==> src/rtl/afd_pkg.sv <==
package afd_pkg;

    localparam int BURST_W = 5;

    localparam logic [3:0] OFF_CFG    = 4'h0;
    localparam logic [3:0] OFF_GO     = 4'h1;
    localparam logic [3:0] OFF_HALT   = 4'h2;
    localparam logic [3:0] OFF_THR    = 4'h3;
    localparam logic [3:0] OFF_SA0    = 4'h4;
    localparam logic [3:0] OFF_EA0    = 4'h8;
    localparam logic [3:0] OFF_MASK   = 4'hC;
    localparam logic [3:0] OFF_STAT   = 4'hD;
    localparam logic [3:0] OFF_MUTE   = 4'hE;

    localparam int EV_EMPTY = 0;
    localparam int EV_FULL  = 1;
    localparam int EV_DONE  = 2;
    localparam int EV_RETRY = 3;
    localparam int EV_LOST  = 4;
    localparam int EV_ERR   = 5;

    typedef enum logic [1:0] {
        SQ_IDLE  = 2'd0,
        SQ_ISSUE = 2'd1,
        SQ_DATA  = 2'd2
    } seq_state_e;

    typedef struct packed {
        logic       flush;
        logic [2:0] rsvd;
        logic       lock;
        logic [1:0] size_sel;
        logic       burst_on;
    } cfg_t;

    function automatic logic [BURST_W-1:0] burst_words(input cfg_t c);
        if (!c.burst_on)          return 5'd1;
        else if (c.size_sel == 0) return 5'd4;
        else if (c.size_sel == 1) return 5'd8;
        else                      return 5'd16;
    endfunction

endpackage

==> src/rtl/audio_fetch_regs.sv <==
module audio_fetch_regs
    import afd_pkg::*;
(
    input  logic        clk,
    input  logic        rst,
    input  logic        wr,
    input  logic [3:0]  addr,
    input  logic [7:0]  wdata,
    input  logic [5:0]  status,
    output logic [7:0]  rdata,
    output cfg_t        cfg,
    output logic        go_pulse,
    output logic        halt_pulse,
    output logic        flush_pulse,
    output logic [7:0]  thresh,
    output logic [31:0] start_addr,
    output logic [31:0] stop_addr,
    output logic [7:0]  mask,
    output logic [5:0]  mute,
    output logic [5:0]  clr_bits
);

    logic [7:0] cfg_q;

    assign cfg        = cfg_t'(cfg_q);
    assign go_pulse   = wr && addr == OFF_GO   && wdata[0];
    assign halt_pulse = wr && addr == OFF_HALT && wdata[0];
    assign clr_bits   = (wr && addr == OFF_STAT) ? wdata[5:0] : 6'd0;

    always_ff @(posedge clk) begin
        if (rst) begin
            cfg_q       <= 8'h00;
            thresh      <= 8'h00;
            start_addr  <= 32'd0;
            stop_addr   <= 32'd0;
            mask        <= 8'hFF;
            mute        <= 6'h3F;
            flush_pulse <= 1'b0;
        end else begin
            flush_pulse <= wr && addr == OFF_CFG && wdata[7];
            if (wr) begin
                case (addr)
                    OFF_CFG:  cfg_q  <= {1'b0, wdata[6:0]};
                    OFF_THR:  thresh <= wdata;
                    OFF_MASK: mask   <= wdata;
                    OFF_MUTE: mute   <= wdata[5:0];
                    default: begin
                        if (addr[3:2] == OFF_SA0[3:2])
                            start_addr[addr[1:0]*8 +: 8] <= wdata;
                        else if (addr[3:2] == OFF_EA0[3:2])
                            stop_addr[addr[1:0]*8 +: 8] <= wdata;
                    end
                endcase
            end
        end
    end

    always_comb begin
        case (addr)
            OFF_CFG:  rdata = cfg_q;
            OFF_THR:  rdata = thresh;
            OFF_MASK: rdata = mask;
            OFF_STAT: rdata = {2'b00, status};
            OFF_MUTE: rdata = {2'b00, mute};
            default: begin
                if (addr[3:2] == OFF_SA0[3:2])
                    rdata = start_addr[addr[1:0]*8 +: 8];
                else if (addr[3:2] == OFF_EA0[3:2])
                    rdata = stop_addr[addr[1:0]*8 +: 8];
                else
                    rdata = 8'h00;
            end
        endcase
    end

endmodule

==> src/rtl/audio_fetch_seq.sv <==
module audio_fetch_seq
    import afd_pkg::*;
#(
    parameter int DEPTH = 64,
    parameter int LVL_W = $clog2(DEPTH + 1)
) (
    input  logic               clk,
    input  logic               rst,
    input  logic               go,
    input  logic               halt,
    input  logic [31:0]        start_addr,
    input  logic [31:0]        stop_addr,
    input  logic [BURST_W-1:0] bw,
    input  logic [LVL_W-1:0]   fifo_level,
    output logic               cmd_valid,
    input  logic               cmd_ready,
    output logic [31:0]        cmd_addr,
    output logic [BURST_W-1:0] cmd_words,
    input  logic               rd_valid,
    input  logic               rd_err,
    output logic               push,
    output logic               active,
    output logic               done_ev,
    output logic               err_ev
);

    seq_state_e         st;
    logic [29:0]        cur_w;
    logic [29:0]        end_w;
    logic [BURST_W-1:0] left;
    logic [30:0]        remain;
    logic [BURST_W-1:0] to_bnd;
    logic               room;
    logic               last_word;

    assign remain    = {1'b0, end_w} - {1'b0, cur_w} + 31'd1;
    assign to_bnd    = bw - (cur_w[BURST_W-1:0] & (bw - 5'd1));
    assign cmd_words = (remain < {26'd0, to_bnd}) ? remain[BURST_W-1:0] : to_bnd;
    assign cmd_addr  = {cur_w, 2'b00};
    assign room      = (int'(fifo_level) + int'(bw)) <= DEPTH;
    assign cmd_valid = st == SQ_ISSUE && room;
    assign push      = st == SQ_DATA && rd_valid && !rd_err;
    assign err_ev    = st == SQ_DATA && rd_valid && rd_err;
    assign last_word = cur_w == end_w;
    assign done_ev   = push && last_word;
    assign active    = st != SQ_IDLE;

    always_ff @(posedge clk) begin
        if (rst) begin
            st    <= SQ_IDLE;
            cur_w <= '0;
            end_w <= '0;
            left  <= '0;
        end else if (halt) begin
            st <= SQ_IDLE;
        end else begin
            case (st)
                SQ_IDLE: if (go) begin
                    cur_w <= start_addr[31:2];
                    end_w <= stop_addr[31:2];
                    st    <= SQ_ISSUE;
                end
                SQ_ISSUE: if (cmd_valid && cmd_ready) begin
                    left <= cmd_words;
                    st   <= SQ_DATA;
                end
                SQ_DATA: if (rd_valid) begin
                    if (rd_err) begin
                        st <= SQ_IDLE;
                    end else begin
                        cur_w <= cur_w + 30'd1;
                        left  <= left - 5'd1;
                        if (last_word)      st <= SQ_IDLE;
                        else if (left == 1) st <= SQ_ISSUE;
                    end
                end
                default: st <= SQ_IDLE;
            endcase
        end
    end

endmodule

==> src/rtl/audio_fetch_evt.sv <==
module audio_fetch_evt
    import afd_pkg::*;
#(
    parameter int DEPTH = 64,
    parameter int LVL_W = $clog2(DEPTH + 1)
) (
    input  logic             clk,
    input  logic             rst,
    input  logic [LVL_W-1:0] fifo_level,
    input  logic             active,
    input  logic             done_ev,
    input  logic             err_ev,
    input  logic             lost_ev,
    input  logic             retry_ev,
    input  logic [7:0]       mask,
    input  logic [5:0]       mute,
    input  logic [5:0]       clr_bits,
    output logic [5:0]       status,
    output logic             irq
);

    logic [LVL_W-1:0] lvl_q;
    logic [5:0]       raw;
    logic [5:0]       blocked;

    always_comb begin
        raw            = '0;
        raw[EV_EMPTY]  = active && fifo_level == '0 && lvl_q != '0;
        raw[EV_FULL]   = int'(fifo_level) == DEPTH && int'(lvl_q) != DEPTH;
        raw[EV_DONE]   = done_ev;
        raw[EV_RETRY]  = retry_ev;
        raw[EV_LOST]   = lost_ev;
        raw[EV_ERR]    = err_ev;
        blocked        = {mask[5:3], mask[7], mask[1:0]};
    end

    always_ff @(posedge clk) begin
        if (rst) begin
            lvl_q  <= '0;
            status <= '0;
        end else begin
            lvl_q  <= fifo_level;
            status <= (status & ~clr_bits) | (raw & ~blocked);
        end
    end

    assign irq = |(status & ~mute);

endmodule

==> src/rtl/audio_fetch_dma.sv <==
module audio_fetch_dma
    import afd_pkg::*;
#(
    parameter int DEPTH = 64,
    parameter int LVL_W = $clog2(DEPTH + 1)
) (
    input  logic               clk,
    input  logic               rst,
    input  logic               reg_wr,
    input  logic [3:0]         reg_addr,
    input  logic [7:0]         reg_wdata,
    output logic [7:0]         reg_rdata,
    output logic               rd_cmd_valid,
    input  logic               rd_cmd_ready,
    output logic [31:0]        rd_cmd_addr,
    output logic [BURST_W-1:0] rd_cmd_words,
    input  logic               rd_data_valid,
    input  logic [31:0]        rd_data,
    input  logic               rd_data_err,
    output logic               fifo_wr,
    output logic [31:0]        fifo_wdata,
    input  logic [LVL_W-1:0]   fifo_level,
    output logic               fifo_flush,
    output logic [7:0]         fifo_thresh,
    output logic               bus_lock,
    input  logic               ev_lost,
    input  logic               ev_retry,
    output logic               irq
);

    cfg_t               cfg;
    logic               go, halt, active, done_ev, err_ev;
    logic [31:0]        start_addr, stop_addr;
    logic [7:0]         mask;
    logic [5:0]         mute, clr_bits, status;
    logic [BURST_W-1:0] bw;

    assign bw         = burst_words(cfg);
    assign bus_lock   = cfg.lock && active;
    assign fifo_wdata = rd_data;

    audio_fetch_regs u_regs (
        .clk(clk), .rst(rst), .wr(reg_wr), .addr(reg_addr), .wdata(reg_wdata),
        .status(status), .rdata(reg_rdata), .cfg(cfg), .go_pulse(go),
        .halt_pulse(halt), .flush_pulse(fifo_flush), .thresh(fifo_thresh),
        .start_addr(start_addr), .stop_addr(stop_addr), .mask(mask),
        .mute(mute), .clr_bits(clr_bits)
    );

    audio_fetch_seq #(.DEPTH(DEPTH), .LVL_W(LVL_W)) u_seq (
        .clk(clk), .rst(rst), .go(go), .halt(halt), .start_addr(start_addr),
        .stop_addr(stop_addr), .bw(bw), .fifo_level(fifo_level),
        .cmd_valid(rd_cmd_valid), .cmd_ready(rd_cmd_ready),
        .cmd_addr(rd_cmd_addr), .cmd_words(rd_cmd_words),
        .rd_valid(rd_data_valid), .rd_err(rd_data_err), .push(fifo_wr),
        .active(active), .done_ev(done_ev), .err_ev(err_ev)
    );

    audio_fetch_evt #(.DEPTH(DEPTH), .LVL_W(LVL_W)) u_evt (
        .clk(clk), .rst(rst), .fifo_level(fifo_level), .active(active),
        .done_ev(done_ev), .err_ev(err_ev), .lost_ev(ev_lost),
        .retry_ev(ev_retry), .mask(mask), .mute(mute), .clr_bits(clr_bits),
        .status(status), .irq(irq)
    );

endmodule

==> config.mk <==
export PLATFORM = sky130hd
export DESIGN_NAME = audio_fetch_dma
export DESIGN_NICKNAME = d
export VERILOG_FILES = /design/src/rtl/afd_pkg.sv /design/src/rtl/audio_fetch_regs.sv /design/src/rtl/audio_fetch_seq.sv /design/src/rtl/audio_fetch_evt.sv /design/src/rtl/audio_fetch_dma.sv
export SDC_FILE = /design/constraint.sdc
export NUM_CORES = 1
export LEC_CHECK = 0
export ABC_AREA = 1
export BUFFER_PORTS_ARGS = -buffer_cell sky130_fd_sc_hd__buf_4
export CORE_ASPECT_RATIO = 1.4
export CORE_MARGIN = 2
export CORE_UTILIZATION = 54
export DETAILED_ROUTE_END_ITERATION = 8
export GPL_ROUTABILITY_DRIVEN = 0
export PLACE_DENSITY_LB_ADDON = 0.2
export SYNTH_ARGS = -nofsm -noshare
export SYNTH_HDL_FRONTEND = slang
export SYNTH_SLANG_ARGS = --single-unit
==> constraint.sdc <==
create_clock -name clk -period 3.8 [get_ports clk]
set_clock_uncertainty 0.2 [all_clocks]
set_input_delay 0.76 -clock clk [delete_from_list [all_inputs] [get_ports clk]]
set_output_delay 0.76 -clock clk [all_outputs]
set_load 0.03 [all_outputs]
==> flow_summary.ini, run 1 <==
[power]
power_density_mw_per_mm2 = 496
vdd.ir_drop.worst_mv = 0.310
p_leak_nw = 6.70

[sta]
fmax_ghz = 0.224
slew_violations = 0
max-slew-margin-rel_pct = 43.4
setup_viol = 5
finalSetupTns_ps = -3280
whs_ps = 267
fin_ws_ps = -673
tightestPinTransition_ps = 841
finalHoldViolations = 0
min_period_ps = 4470
rsz0062_at_grt = yes
finalCritPeriodShare_pct = 118

[clocking]
cts_max_level = 4
clock-root-buffer = clkbuf_16
clock_sinks = 174
cts.clk_slew.worst_paths_ps = 80
clock_path_buffers = 2
cts_tree = built
cts_buffers = 17
clk_latency_ps = 440

[synthesis]
netlist_area_sq_mm = 0.0121
yosys.cell_types.count = 49
synth_top_family_by_area = simple AND/OR/NAND/NOR gates
synth-simple-area-share_pct = 27.2
synthAdderAreaFrac_pct = 8.76
synth_xor_area_share_pct = 2.10
synth_edf_count = 0
postSynthCellCount = 1854
synth_mux_area_share_pct = 0
async_reset_ff_share_pct = 0
synth-compound-area-share_pct = 19.5
synth_warnings = 0
ys_ff_latch = 174
yosysSeqAreaShare_pct = 28.8
ys.flop_type = dfxtp_1
postSynthAreaPerCell_sq_um = 6.52

[die]
ios = 149
die_w_um = 130
die_h_um = 181
rows = 64
core_area_sq_mm = 0.0219
initial_utilization_pct = 55.1
die_area_sq_mm = 0.0236

[layout]
drive_above_1_share_pct = 17.8
nets = 2123
area_growth_pct = 19.1
diodes = 0
final_cell_area_sq_mm = 0.0144
stdcell_count = 2290

[critical_path]
cp-end-kind = primary output
cp_slowest_stage_delay_ps = 580
r2r_start = u_seq.cur_w[2]$_SDFFE_PP0P_
setup.worst_path.class = register to primary output
crit_path_end = rd_cmd_words[4]
cp.required_ps = 2840
worstPathArrival_ps = 3510
startpoint_type = register
cpMaxStageDelayCell = fa_2
worstRegToRegCells = 22
worstSetupStartpoint = u_seq.cur_w[2]$_SDFFE_PP0P_
path_cells = inv_1, ha_4, inv_1, fa_2, inv_2, ha_4, a21oi_2, nand2_1, nand2_1, a21oi_2, nor2_1, nand3_1, nor2_1, nand2_2, nor2_4, nand2_4, nand2_4, and2_4, buf_6
rrSetupSlack_ps = 170
r2r-end = u_seq.left[4]$_SDFFE_PP0P_
path_max_fanout = 6

[worst_hold_path]
hp-class = register to register
hold_depth = 2

[route]
viasPerCell = 5.63
num_vias = 12884
drc_errors = 0
totalWireLength_um = 38400
wl_per_cell_um = 16.8
drtPass1Iterations = 6
antenna_left = 0
drt_iter0_drc = 1254

[status]
violations = setup timing
status = finished with violations

[global_routing]
grt_antenna_before_repair = 0
grt_max_degree = 72
grt.overflow.total = 0
grt_pass1_wl_um = 60500
grt_use_total_pct = 32.3
grt_pass1_vias = 12165

[flow_run]
cap_violations = 0

[placed_design]
placed_cell_area_sq_mm = 0.0135
io_buffers = 82
place_ws_ps = -214
placed_cells = 2253
dp_hpwl_um = 29500
## flip-flops by register name, indices dropped and copies added, names as in the netlist, 7 cells and up
name,count
u_regs.start_addr,32
u_regs.stop_addr,32
u_seq.cur_w,30
u_seq.end_w,30
u_regs.mask,8
u_regs.thresh,8
u_evt.lvl_q,7
u_regs.cfg,7
## Yosys cell counts (12+ instances only)
library cell / instances / area share (%)
nand2_1: 390 / 12
inv_1: 289 / 9.0
a21oi_1: 194 / 8.0
dfxtp_1: 174 / 29
o21ai_0: 138 / 5.7
nor2_1: 133 / 4.1
nand3_1: 91 / 3.8
ha_1: 83 / 8.6
clkbuf_1: 54 / 1.7
a211oi_1: 36 / 2.2
buf_4: 34 / 2.1
nor3_1: 27 / 1.1
nand4_1: 25 / 1.3
xor2_1: 25 / 1.8
nand2_2: 17 / 0.88
nor2_2: 14 / 0.72
a221oi_1: 12 / 0.87
and2_1: 12 / 0.62
## metrics by stage
stage | total power [mW] | utilization, %
floorplan | 4.22 | -
global placement | 5.15 | 61.6
detailed placement | 5.21 | 61.6
CTS | 7.06 | 65.2
global route | 7.57 | 65.6
finish | 7.14 | 65.6
## logic make-up after synthesis
family / Yosys count
AO/OA/AOI/OAI: 422
XOR/XNOR: 29
adder cells (fa/ha/maj): 84
buffers and inverters: 399
flip-flops: 174
other: 1
AND/OR/NAND/NOR: 745
## critical path, delay by kind of cell (launching register included)
kind | cells | cell delay, ps
simple gates | 10 | 1150
fa+ha+maj | 3 | 1090
flops | 1 | 340
buf+inv | 4 | 300
compound gates | 2 | 180
## cells in the final DEF, fill, tap and decap left out, types with 7 or more instances in the layout
cell type	instances
a211oi_1	36
a21oi_1	190
a21oi_2	13
a221oi_1	12
and2_1	7
buf_4	201
clkbuf_16	17
dfxtp_1	167
ha_1	68
ha_4	14
inv_1	285
inv_2	12
inv_8	7
nand2_1	383
nand2_2	22
nand3_1	87
nand3_2	13
nand3b_1	8
nand4_1	25
nor2_1	132
nor2_2	15
nor3_1	26
nor4_1	10
o211ai_1	8
o21ai_0	137
xor2_1	23
## report_power, final
part / total, mW / switching, mW / internal, mW
clock network: 1.79 / 0.848 / 0.944
logic: 3.38 / 2.12 / 1.26
registers: 1.98 / 0.0535 / 1.92
## worst min-delay path by stage
stage / end / from
after global routing: u_regs.stop_addr[16]$_SDFFE_PP0P_ / u_regs.stop_addr[16]$_SDFFE_PP0P_
final: u_seq.end_w[8]$_SDFFE_PP0P_ / u_seq.end_w[8]$_SDFFE_PP0P_
after floorplan: u_regs.start_addr[5]$_SDFFE_PP0P_ / u_regs.start_addr[5]$_SDFFE_PP0P_
after CTS: u_regs.stop_addr[1]$_SDFFE_PP0P_ / u_regs.stop_addr[1]$_SDFFE_PP0P_
after detailed placement: u_seq.end_w[9]$_SDFFE_PP0P_ / u_seq.end_w[9]$_SDFFE_PP0P_
after global placement: u_regs.stop_addr[1]$_SDFFE_PP0P_ / u_regs.stop_addr[1]$_SDFFE_PP0P_
## area by class of cell
type                    count  area (sq um)
clock buffers              17           425
clock inverters            15           166
fillers                  2012          7550
inverters                 299          1120
multi-input cells        1282          7240
flip-flops and latches    174          3500
well taps                 297           372
repair buffers            206          1570
## metal layers
metal	share of wire (%)	GRT usage (%)	up-vias
met2	48	55.0	588
met5	0	0	-
li1	-	-	6285
met4	6.6	20.1	0
met3	5.8	4.12	154
met1	39	37.9	5857
## what timing repair did
action / in CTS / in global routing
endpoints found under the setup margin: 5 / 6
resized for setup: 31 / 15
setup buffers: 3 / 2
hold buffers: 0 / 0
pin swaps: 13 / 14
(Power assumes the default switching activity.)
==> run 2, diff against run 1 <==
--- a/config.mk
+++ b/config.mk
@@ -13,6 +13,7 @@
 export DETAILED_ROUTE_END_ITERATION = 8
 export GPL_ROUTABILITY_DRIVEN = 0
 export PLACE_DENSITY_LB_ADDON = 0.2
+export RECOVER_POWER = 50
 export SYNTH_ARGS = -nofsm -noshare
 export SYNTH_HDL_FRONTEND = slang
 export SYNTH_SLANG_ARGS = --single-unit
==> run 2 against run 1 <==
  * The flow finishes with violations (capacitance limit, slew limit, setup timing)
  * Utilization fell by 0.75 points
  * Via count fell by 0.61%
  * Largest cell class unchanged
  * Largest power group unchanged
  * Critical endpoint unchanged
  * First-iteration DRC count fell by 7.0%
  * Die area did not move
  * Non-clock buffer count did not move
  * Final area fell by 1.1%
  * Sequential power barely moved
  * Clock power barely moved
  * Critical path depth did not move
==> flow_summary.ini, run 2 (synthesized netlist as in run 1, its figures left out) <==
[status]
status = finished with violations
violations = capacitance limit, slew limit, setup timing

[power]
power_switching_share_pct = 42.5
power_density_mw_per_mm2 = 499
seqPwrFrac_pct = 27.8
p_leak_nw = 6.53
internal-power_mw = 4.08
pwr-share-comb_pct = 47.0
p_clk_share_pct = 25.2
vdd.ir_drop.worst_mv = 0.309
switchingPower_mw = 3.02

[placed_design]
place_ws_ps = -214
dp_hpwl_um = 29500
io_buffers = 82

[sta]
fin_ws_ps = -668
max-slew-margin-rel_pct = -38.5
tightestPinTransition_ps = 2080
min_period_ps = 4470
rsz0062_at_grt = yes
fmax_ghz = 0.224
whs_ps = 267
finalHoldViolations = 0
finalCritPeriodShare_pct = 118
setup_viol = 13
slew_violations = 42

[clocking]
clock-root-buffer = clkbuf_16
cts_tree = built
cts_max_level = 4
cts_buffers = 17
clock_path_buffers = 2
clk_latency_ps = 440
cts.clk_slew.worst_paths_ps = 80
ctsHoldBuffers = 0
clock_sinks = 174

[worst_hold_path]
hold_start = u_seq.end_w[8]$_SDFFE_PP0P_
hp-class = register to register

[layout]
area_growth_pct = 17.7
layout_top_registers = u_regs.start_addr (32), u_regs.stop_addr (32)
layout_commonest_cell = nand2_1
nets = 2123
drive_above_1_share_pct = 15.7
final_cell_mix = nand2_1 (383), inv_1 (285), a21oi_1 (190)
diodes = 0

[critical_path]
cp.required_ps = 2840
worstPathArrival_ps = 3510
worstSetupStartpoint = u_seq.cur_w[2]$_SDFFE_PP0P_
startpoint_type = register
setup.worst_path.class = register to primary output
path_max_fanout = 6
cp-end-kind = primary output
r2r_start = u_seq.cur_w[2]$_SDFFE_PP0P_

[flow_run]
cap_violations = 1

[route]
drtPass1Iterations = 6
num_vias = 12805
totalWireLength_um = 38200
drc_errors = 0
antenna_left = 0
drt_iter0_drc = 1166
wl_per_cell_um = 16.7
viasPerCell = 5.59

[global_routing]
grt_antenna_before_repair = 0
grt_use_total_pct = 32.3
grt.overflow.total = 0
grt_pass1_wl_um = 60500
grt_max_degree = 72
grt_pass1_vias = 12165

[die]
core_area_sq_mm = 0.0219
die_area_sq_mm = 0.0236
rows = 64
ios = 149
initial_utilization_pct = 55.1
die_h_um = 181
die_w_um = 130
-- run 2: changes by cell type in the layout (fill, tap and decap cells not counted), sizes merged --
cell / previous run / this run
clkbuf: 17 / 62
buf: 206 / 161
-- run 2: stage by stage --
stage	cells	setup TNS, ps	cell area, sq um	util (%)	total power, mW
global placement	2253	-842	13500	61.6	5.15
floorplan	1855	-0.756	12100	-	4.22
detailed placement	2253	-1030	13500	61.6	5.21
finish	2290	-5540	14200	64.8	7.10
CTS	2288	-2690	14300	65.2	7.06
global route	2290	-7350	14200	64.8	7.53
-- run 2: power by group through the flow --
stage	clock network (mW)	logic, mW	registers, mW
2_1_floorplan	0	2.08	2.14
3_3_place_gp	0	3.14	2.01
3_5_place_dp	0	3.19	2.02
4_1_cts	1.80	3.28	1.97
5_1_grt	1.87	3.67	1.99
6_report	1.79	3.33	1.98
-- run 2: worst paths after layout --
kind | to | slack, ps | cells after the start
worst min register to register | u_seq.end_w[8]$_SDFFE_PP0P_ | 270 | 2
worst max register to register | u_seq.left[4]$_SDFFE_PP0P_ | 180 | 22
worst min-delay path | u_seq.end_w[8]$_SDFFE_PP0P_ | 270 | 2
worst max-delay path | rd_cmd_words[4] | -670 | 19
-- run 2: final cells by class --
| type | instances | area (sq um) |
|---|---|---|
| well taps | 297 | 372 |
| repair buffers | 206 | 1400 |
| inverters | 299 | 1120 |
| clock inverters | 15 | 166 |
| multi-input cells | 1282 | 7240 |
| flip-flops and latches | 174 | 3500 |
| clock buffers | 17 | 425 |
| fillers | 2062 | 7710 |
-- run 2: layer usage --
metal / part of all wire, % / global-route usage, % / up-vias
met5: 0 / 0 / -
met4: 7.0 / 20.1 / 0
met3: 5.8 / 4.12 / 160
met2: 48 / 55.0 / 532
met1: 39 / 37.9 / 5827
li1: - / - / 6286
-- run 2: worst max-delay path, cell delays in order, from the launching register on --
cell and delay (ps):
dfxtp_4 340, inv_1 70, ha_4 300, inv_1 60, fa_2 580, inv_2 50, ha_4 210, a21oi_2 130
nand2_1 70, nand2_1 80, a21oi_2 50, nor2_1 110, nand3_1 70, nor2_1 130, nand2_2 80, nor2_4 220
nand2_4 130, nand2_4 100, and2_4 150, buf_6 120
-- run 2: timing repair --
| action | in CTS | in global routing |
|---|---|---|
| resized for setup | 31 | 15 |
| endpoints found under the setup margin | 5 | 6 |
| pin swaps | 13 | 14 |
| cloned | 0 | 0 |
| setup buffers | 3 | 2 |
